**src/rtl/flagu_pkg.sv**
```systemverilog
package flagu_pkg;

    typedef struct packed {
        logic       ca;
        logic       ca32;
        logic       ov;
        logic       ov32;
        logic       so;
        logic [3:0] cr0;
    } flags_t;

endpackage

```
**src/rtl/flagu_operands.sv**
```systemverilog
module flagu_operands #(
    parameter  int W    = 64,
    parameter  int NREG = 3,
    localparam int NOPS = NREG + 1,
    localparam int NW   = $clog2(NREG + 1),
    localparam int CW   = $clog2(NOPS + 1)
) (
    input  logic [NREG-1:0][W-1:0] reg_ops,
    input  logic [NW-1:0]          n_ops,
    input  logic                   imm_en,
    input  logic [W-1:0]           imm,
    input  logic                   invert_first,
    output logic [NOPS-1:0][W-1:0] ops,
    output logic [NOPS-1:0]        used,
    output logic [CW-1:0]          count
);

    always_comb begin
        for (int i = 0; i < NOPS; i++) begin
            ops[i]  = '0;
            used[i] = 1'b0;
            if (i < NREG && NW'(i) < n_ops) begin
                ops[i]  = reg_ops[(i < NREG) ? i : 0];
                used[i] = 1'b1;
            end else if (imm_en && NW'(i) == n_ops) begin
                ops[i]  = imm;
                used[i] = 1'b1;
            end
        end
        if (invert_first) begin
            ops[0] = ~ops[0];
        end
        count = CW'(n_ops) + CW'(imm_en);
    end

endmodule

```
**src/rtl/flagu_carry.sv**
```systemverilog
module flagu_carry #(
    parameter  int W    = 64,
    parameter  int NOPS = 4,
    localparam int H    = W / 2
) (
    input  logic [NOPS-1:0][W-1:0] ops,
    input  logic [NOPS-1:0]        used,
    input  logic [W-1:0]           res,
    input  logic                   is_add,
    output logic                   ca,
    output logic                   ca32
);

    logic [NOPS-1:0] above_full;
    logic [NOPS-1:0] above_low;

    for (genvar g = 0; g < NOPS; g++) begin : g_cmp
        assign above_full[g] = used[g] && (ops[g] > res);
        assign above_low[g]  = used[g] && (ops[g][H-1:0] > res[H-1:0]);
    end

    logic parity_h;
    assign parity_h = res[H] ^ ops[0][H] ^ (used[1] & ops[1][H]);

    assign ca   = |above_full;
    assign ca32 = is_add ? parity_h : |above_low;

endmodule

```
**src/rtl/flagu_ovf.sv**
```systemverilog
module flagu_ovf #(
    parameter  int W = 64,
    localparam int H = W / 2
) (
    input  logic [W-1:0] op0,
    input  logic [W-1:0] op1,
    input  logic [W-1:0] res,
    input  logic         two_ops,
    input  logic         divov_valid,
    input  logic         divov_value,
    output logic         ov,
    output logic         ov32,
    output logic         wr
);

    logic sign_ov;
    logic sign_ov32;

    assign sign_ov   = (op0[W-1] == op1[W-1]) && (res[W-1] != op0[W-1]);
    assign sign_ov32 = (op0[H-1] == op1[H-1]) && (res[H-1] != op0[H-1]);

    assign wr   = divov_valid | two_ops;
    assign ov   = divov_valid ? divov_value : sign_ov;
    assign ov32 = divov_valid ? divov_value : sign_ov32;

endmodule

```
**src/rtl/flagu_sign.sv**
```systemverilog
module flagu_sign #(
    parameter int W = 64
) (
    input  logic [W-1:0] res,
    output logic         neg,
    output logic         pos,
    output logic         zero
);

    assign zero = (res == '0);
    assign neg  = res[W-1];
    assign pos  = !res[W-1] && !zero;

endmodule

```
**src/rtl/flag_update_unit.sv**
```systemverilog
module flag_update_unit
    import flagu_pkg::*;
#(
    parameter  int W    = 64,
    parameter  int NREG = 3,
    localparam int NW   = $clog2(NREG + 1)
) (
    input  logic                   clk,
    input  logic                   rst_n,
    input  logic                   valid,
    input  logic [NREG-1:0][W-1:0] reg_ops,
    input  logic [NW-1:0]          n_ops,
    input  logic                   imm_en,
    input  logic [W-1:0]           imm,
    input  logic [W-1:0]           result,
    input  logic                   is_add,
    input  logic                   invert_first,
    input  logic                   carry_en,
    input  logic                   ov_en,
    input  logic                   rec_en,
    input  logic                   divov_valid,
    input  logic                   divov_value,
    input  logic [1:0]             done_mask,
    output logic                   ca,
    output logic                   ca32,
    output logic                   ov,
    output logic                   ov32,
    output logic                   so,
    output logic [3:0]             cr0
);

    localparam int NOPS = NREG + 1;
    localparam int CW   = $clog2(NOPS + 1);

    logic [NOPS-1:0][W-1:0] ops;
    logic [NOPS-1:0]        used;
    logic [CW-1:0]          count;

    flagu_operands #(.W(W), .NREG(NREG)) u_ops (
        .reg_ops      (reg_ops),
        .n_ops        (n_ops),
        .imm_en       (imm_en),
        .imm          (imm),
        .invert_first (invert_first),
        .ops          (ops),
        .used         (used),
        .count        (count)
    );

    logic ca_c, ca32_c;

    flagu_carry #(.W(W), .NOPS(NOPS)) u_carry (
        .ops    (ops),
        .used   (used),
        .res    (result),
        .is_add (is_add),
        .ca     (ca_c),
        .ca32   (ca32_c)
    );

    logic ov_c, ov32_c, ov_wr;

    flagu_ovf #(.W(W)) u_ovf (
        .op0         (ops[0]),
        .op1         (ops[1]),
        .res         (result),
        .two_ops     (count >= CW'(2)),
        .divov_valid (divov_valid),
        .divov_value (divov_value),
        .ov          (ov_c),
        .ov32        (ov32_c),
        .wr          (ov_wr)
    );

    logic neg_c, pos_c, zero_c;

    flagu_sign #(.W(W)) u_sign (
        .res  (result),
        .neg  (neg_c),
        .pos  (pos_c),
        .zero (zero_c)
    );

    flags_t cur_q, nxt;

    always_comb begin
        nxt = cur_q;
        if (carry_en) begin
            if (!done_mask[0]) nxt.ca   = ca_c;
            if (!done_mask[1]) nxt.ca32 = ca32_c;
        end
        if (ov_en && ov_wr) begin
            nxt.ov   = ov_c;
            nxt.ov32 = ov32_c;
            nxt.so   = cur_q.so | ov_c;
        end
        if (rec_en) begin
            nxt.cr0 = {neg_c, pos_c, zero_c, nxt.so};
        end
    end

    always_ff @(posedge clk) begin
        if (!rst_n) begin
            cur_q <= '0;
        end else if (valid) begin
            cur_q <= nxt;
        end
    end

    assign ca   = cur_q.ca;
    assign ca32 = cur_q.ca32;
    assign ov   = cur_q.ov;
    assign ov32 = cur_q.ov32;
    assign so   = cur_q.so;
    assign cr0  = cur_q.cr0;

    p_hold_r10: assert property (@(posedge clk) disable iff (!rst_n)
        !valid |=> $stable({ca, ca32, ov, ov32, so, cr0}));

    p_mask_ca_r5: assert property (@(posedge clk) disable iff (!rst_n)
        (valid && done_mask[0]) |=> $stable(ca));

    p_mask_ca32_r5: assert property (@(posedge clk) disable iff (!rst_n)
        (valid && done_mask[1]) |=> $stable(ca32));

    p_so_sticky_r8: assert property (@(posedge clk) disable iff (!rst_n)
        so |=> so);

    p_cr0_shape_r9: assert property (@(posedge clk) disable iff (!rst_n)
        (valid && rec_en) |=> ($countones(cr0[3:1]) == 1 && cr0[0] == so));

    p_ov_untouched_r7: assert property (@(posedge clk) disable iff (!rst_n)
        (valid && !divov_valid && (CW'(n_ops) + CW'(imm_en)) < CW'(2))
            |=> $stable({ov, ov32, so}));

endmodule

```
**config.mk**
```make
export PLATFORM = sky130hd
export DESIGN_NAME = flag_update_unit
export DESIGN_NICKNAME = d
export VERILOG_FILES = /design/src/rtl/flagu_pkg.sv /design/src/rtl/flagu_operands.sv /design/src/rtl/flagu_carry.sv /design/src/rtl/flagu_ovf.sv /design/src/rtl/flagu_sign.sv /design/src/rtl/flag_update_unit.sv
export SDC_FILE = /design/constraint.sdc
export NUM_CORES = 1
export LEC_CHECK = 0
export BUFFER_PORTS_ARGS = -buffer_cell sky130_fd_sc_hd__clkbuf_2
export CORE_UTILIZATION = 30
export CTS_CLUSTER_SIZE = 24
export DETAILED_ROUTE_END_ITERATION = 8
export GPL_ROUTABILITY_DRIVEN = 0
export PLACE_DENSITY = 0.55
export SYNTH_ARGS = -nofsm -noshare
export SYNTH_HDL_FRONTEND = slang
export SYNTH_SLANG_ARGS = --single-unit
```
**constraint.sdc**
```tcl
create_clock -name clk -period 5.1 [get_ports clk]
set_input_delay 0.255 -clock clk [delete_from_list [all_inputs] [get_ports clk]]
set_output_delay 0.255 -clock clk [all_outputs]
set_load 0.02 [all_outputs]
```
=== After elaboration in Yosys (flattened, before gate mapping) ===
Index checks and enable logic that the tools add are counted.

* Add/subtract/negate cells: 1
* $lt $le $gt $ge: 12
* Equality and inequality tests: 7
* Mux-type cells: 19
* Bitwise gates (word level): 8
* Reductions and logical operators: 26

{| class="wikitable"
|+ Operator list
! kind !! number
|-
| 64-bit 2-to-1 mux || 8
|-
| 64-bit > comparator || 4
|-
| 32-bit > comparator || 4
|-
| 64-bit zero test || 1
|-
| 64-bit inverter || 1
|-
| 1-bit logical AND || 16
|-
| 1-bit 2-to-1 mux || 11
|-
| 4-bit OR reduction || 2
|-
| 3-bit AND reduction || 2
|-
| 2-bit equality test (first input constant) || 2
|-
| 1-bit by 2-bit < comparator with 1-bit output (first input constant) || 2
|-
| 2-bit AND reduction || 2
|-
| 2-bit by 1-bit adder with 3-bit output || 1
|-
| 3-bit by 2-bit greater-or-equal comparator with 1-bit output (second input constant) || 1
|-
| 1-bit equality test || 2
|-
| 1-bit by 2-bit equality test with 1-bit output (first input constant) || 1
|-
| 1-bit zero test || 2
|-
| 2-bit zero test || 1
|-
| 2-bit < comparator (first input constant) || 1
|-
| 1-bit inequality test || 2
|-
| 1-bit inverter || 2
|-
| 1-bit bitwise OR || 2
|-
| 1-bit bitwise XOR || 2
|-
| 1-bit bitwise AND || 1
|}

* Flip-flop bits (word level): 9
* Input bits: 335
* Output and inout bits: 9
* Word-level logic and storage cells: 79

=== Logic depth before layout (Yosys ltp) ===
* Word-level depth: 11
* Depth in mapped cells: 15

=== By module ===
A second synthesis with hierarchy kept.

* Cell total of the unflattened synthesis: 1615
* Area total of the unflattened synthesis: 10542.6 µm²

{| class="wikitable"
|+ Modules (own cells, without submodules)
! module !! instances !! cells each !! area an instance (µm²) !! seq. area each (µm²)
|-
| flagu_carry || 1 || 742 || 5854.4 || 0.0
|-
| flagu_operands || 1 || 798 || 4042.6 || 0.0
|-
| flag_update_unit || 1 || 43 || 410.4 || 180.2
|-
| flagu_sign || 1 || 23 || 173.9 || 0.0
|-
| flagu_ovf || 1 || 9 || 61.3 || 0.0
|}

=== Least setup slack after synthesis ===
OpenSTA, ideal clock, no wires.

* Path kind: input-to-reg
* Start: input n_ops[1]
* End: register cur_q (netlist bit ca)
* Library setup time: 127 ps
* Arrival: 3103 ps
* Path slack: 1871 ps
* Cell stages on the path: 15
* Path buffers: 3
* Cell sequence: buf_4 -> or2_2 -> buf_2 -> clkbuf_1 -> a21oi_1 -> xnor2_1 -> ha_1 -> a21o_1 -> a21o_1 -> a221o_1 -> a2111o_1 -> o21ai_2 -> nor2_1 -> a221oi_2 -> a31oi_1

* Cells in the longest elaborated chain, start to end: 9
* Elaborated cells between the ends (all ways): 36
* Those cells by class: 7 x order compare; 3 x eq/ne; 15 x mux; 1 x bitwise; 10 x reduce/logical

{| class="wikitable"
|+ RTL lines
! item !! RTL line !! text
|-
| start, declared || flag_update_unit.sv:12 || <nowiki>input logic [NW-1:0] n_ops,</nowiki>
|-
| 2-bit zero test || flagu_operands.sv:25 || <nowiki>end else if (imm_en && NW'(i) == n_ops) begin</nowiki>
|-
| 1-bit logical AND || flagu_operands.sv:25 ||
|-
| 64-bit 2-to-1 mux || flagu_operands.sv:25 ||
|-
| 64-bit 2-to-1 mux || flagu_operands.sv:22 || <nowiki>if (i < NREG && NW'(i) < n_ops) begin</nowiki>
|-
| 64-bit inverter || flagu_operands.sv:31 || <nowiki>ops[0] = ~ops[0];</nowiki>
|-
| 64-bit 2-to-1 mux || flagu_operands.sv:30 || <nowiki>if (invert_first) begin</nowiki>
|-
| 64-bit > comparator || flagu_carry.sv:18 || <nowiki>assign above_full[g] = used[g] && (ops[g] > res);</nowiki>
|-
| 1-bit logical AND || flagu_carry.sv:18 ||
|-
| 4-bit OR reduction * || flagu_carry.sv:25 || <nowiki>assign ca = |above_full;</nowiki>
|-
| end signal, assigned || flag_update_unit.sv:106 || <nowiki>cur_q <= nxt;</nowiki>
|-
| end, declared || flag_update_unit.sv:84 || <nowiki>flags_t cur_q, nxt;</nowiki>
|}

Mark *: on every way between the ends. The rest lies on a longest branch, timed or not.
A chain may end at the register's enable or synchronous reset.

=== Final worst setup path ===
Ends and elaborated chain as after synthesis.

==> flow_summary.ini <==
[synth]
synth_area_leaders = ha_1 34%, a22o_1 12%, a21oi_1 8.5%
ys_warn_count = 0
syn_avg_cell_area_sq_um = 7.49
netlist.top_cell.by_area = ha_1
synth.most_common_cell = ha_1
ys_seq_elements = 9
synth-seq-area-share = 0.0192
netlist_instances = 1252
yosysUniqueCellTypes = 56
synthTopCellsByCount = 256 x ha_1, 160 x a21oi_1, 126 x a22o_1
synth-edff-count = 0
syn_nets = 1843
syn_area_sq_mm = 0.00938
yosysTopAreaCellShare = 0.341
async_flop_share = 0
yosys_most_used_dff = dfxtp_1

[sta]
clock_skew_ns = 0.0000354
setup_viol = 0
worst_slew_pin_slew_ns = 1.08
rsz0062_at_grt = no
slew_headroom = 0.281
min_period_ns = 3.95
timing.setup.tns_ns = 0
max_freq_mhz = 253
final.period_utilization = 0.774
finalHoldViolCount = 0
final_max_slew_viol_count = 0

[setup_path]
cp-end-kind = flip-flop
crit_required_ns = 5.21
timing.rr.start = ca
cp_max_fo = 26
arrival_ns = 4.06
crit_type = input port to flip-flop
crit_start = n_ops[1]
startpoint_type = input port

[placed_design]
portBuffers = 343
dp_hpwl_um = 36500

[die]
rows = 64
pin_count = 344
core_region_area_sq_mm = 0.0307
start_util = 0.306
fp.dieH_um = 179
dieArea_sq_mm = 0.0320
die_w_um = 179

[clock_network]
cts_resized = 0
clk_path_buf_depth = 2
htree_levels = 1
path_clk_slew_ns = 0.04
cts_sinks = 9
cts_tree = done
root_buffer = clkbuf_16
clock_latency_ns = 0.23
post_cts_buffers = 0
cts_hold_repair.buffers = 0
numCtsBuffers = 3

[run_status]
outcome = complete, no violations

[finish]
fin_util = 0.377
multi_input_area_sq_mm = 0.00872
ff_latch_area_sq_um = 180
nFillCells = 3311
synthToLayoutAreaGrowth_pct = 23.4
num-nets-final = 2144
layout-drive-gt1-share = 0.240

[power]
ir_worst_vdd_mv = 0.0840
p_per_area_mw_per_mm2 = 105
power_mw = 1.21
leakage_nw = 6.24

[global_route]
grt_pass1_wl_um = 63100
gr-total-overflow = 0
grt_antenna_before_repair = 6
grt_use_total = 0.262
grt_pass1_vias = 11000
grt_max_degree = 67

[hold_path]
worstHoldPathType = input port to flip-flop
worstHoldStart = rst_n

[route]
vias = 11200
detail-route-antenna-nets = 0
wl_met1_um = 18400
wl_um = 43000
drt_iter0_drc = 838
first_pass_iters = 7
drc = 0
wl_per_cell_um = 22.0
wl_met3_um = 3460
wl_met2_um = 19700
vias_per_cell = 5.76
dr.max_layer_used = met5

[job]
cap_violations = 0
critical path, stage by stage:
cell      delay [ns]
clkbuf_2        0.35
buf_4           0.35
or2_2           0.55
buf_4           0.44
a21oi_1         0.14
xnor2_1         0.15
ha_1            0.33
nand4_1         0.15
nor3_1          0.32
nand3_1         0.15
nand3b_1        0.23
o22ai_1         0.18
a32oi_1         0.07
a211oi_1        0.25
a31oi_1         0.11
cells in the final DEF (no fill, tap or decap), types with 5 or more instances in the layout:
master    synthesis  layout
nand2_1          68      68
xnor2_1          64      64
nand4_1          48      48
a221o_1           7       7
nor2b_1           5       5
nor2_1           27      26
a21oi_1         160     160
clkbuf_2          0     342
inv_1            68      68
buf_4             1      16
and3_1           65      64
a22o_1          126     126
nor3_1           14      14
nand3_1          34      34
dfxtp_1           9       9
and4_1            5       5
ha_1            256     256
nor4_1           26      26
a211oi_1         11      11
a221oi_1          8       8
a21o_1           24      24
and2_1           67      66
o21ai_0          36      36
worst paths after layout:
kind	to	cells after the start	slack [ns]
max	ca	15	1.15
min	ov32	2	0.38
max reg2reg	ca	2	4.38
min reg2reg	ov	2	0.46
area by class of cell:
type,count,area share
Timing Repair Buffer,358,0.158
Inverter,68,0.0220
Multi-Input combinational cell,1113,0.754
Tap cell,396,0.0428
Clock buffer,4,0.00681
Antenna cell,4,0.000865
Sequential cell,9,0.0156
sequential cells by signal (all words and copies together) (netlist names):
register and count:
so 1, ca 1, ov 1, ov32 1
cr0 4, ca32 1
power by group:
| part | internal [mW] | switching [mW] | total (mW) |
|---|---|---|---|
| Sequential | 0.0744 | 0.00256 | 0.0769 |
| Clock | 0.105 | 0.0349 | 0.139 |
| Combinational | 0.427 | 0.567 | 0.994 |
logic make-up (layout without fill, tap and decap cells):
| group | after synthesis | count (layout) | share of synthesized area |
|---|---|---|---|
| simple gates | 379 | 379 | 0.224 |
| buf+inv | 130 | 430 | 0.0527 |
| fa+ha+maj | 256 | 256 | 0.341 |
| xor+xnor | 67 | 67 | 0.0625 |
| other cells | 0 | 4 | 0 |
| flops | 9 | 9 | 0.0192 |
| compound gates | 411 | 411 | 0.300 |
routing by layer:
layer	up-vias	global-route usage
li1	5421	-
met1	5220	0.332
met2	524	0.450
met3	66	0.0386
met4	4	0.0869
met5	-	0
through the flow:
step	worst slack, ns	area [sq um]	hold slack [ns]	cells
after detailed placement	0.941	11500	0.448	1944
after CTS	1.15	11600	0.382	1948
after floorplan	1.87	9380	0.388	1252
after global routing	0.888	11600	0.391	1948
final	1.15	11600	0.380	1952
after global placement	1.09	11500	0.448	1944
Note: power is estimated with default switching activity, not from simulation.
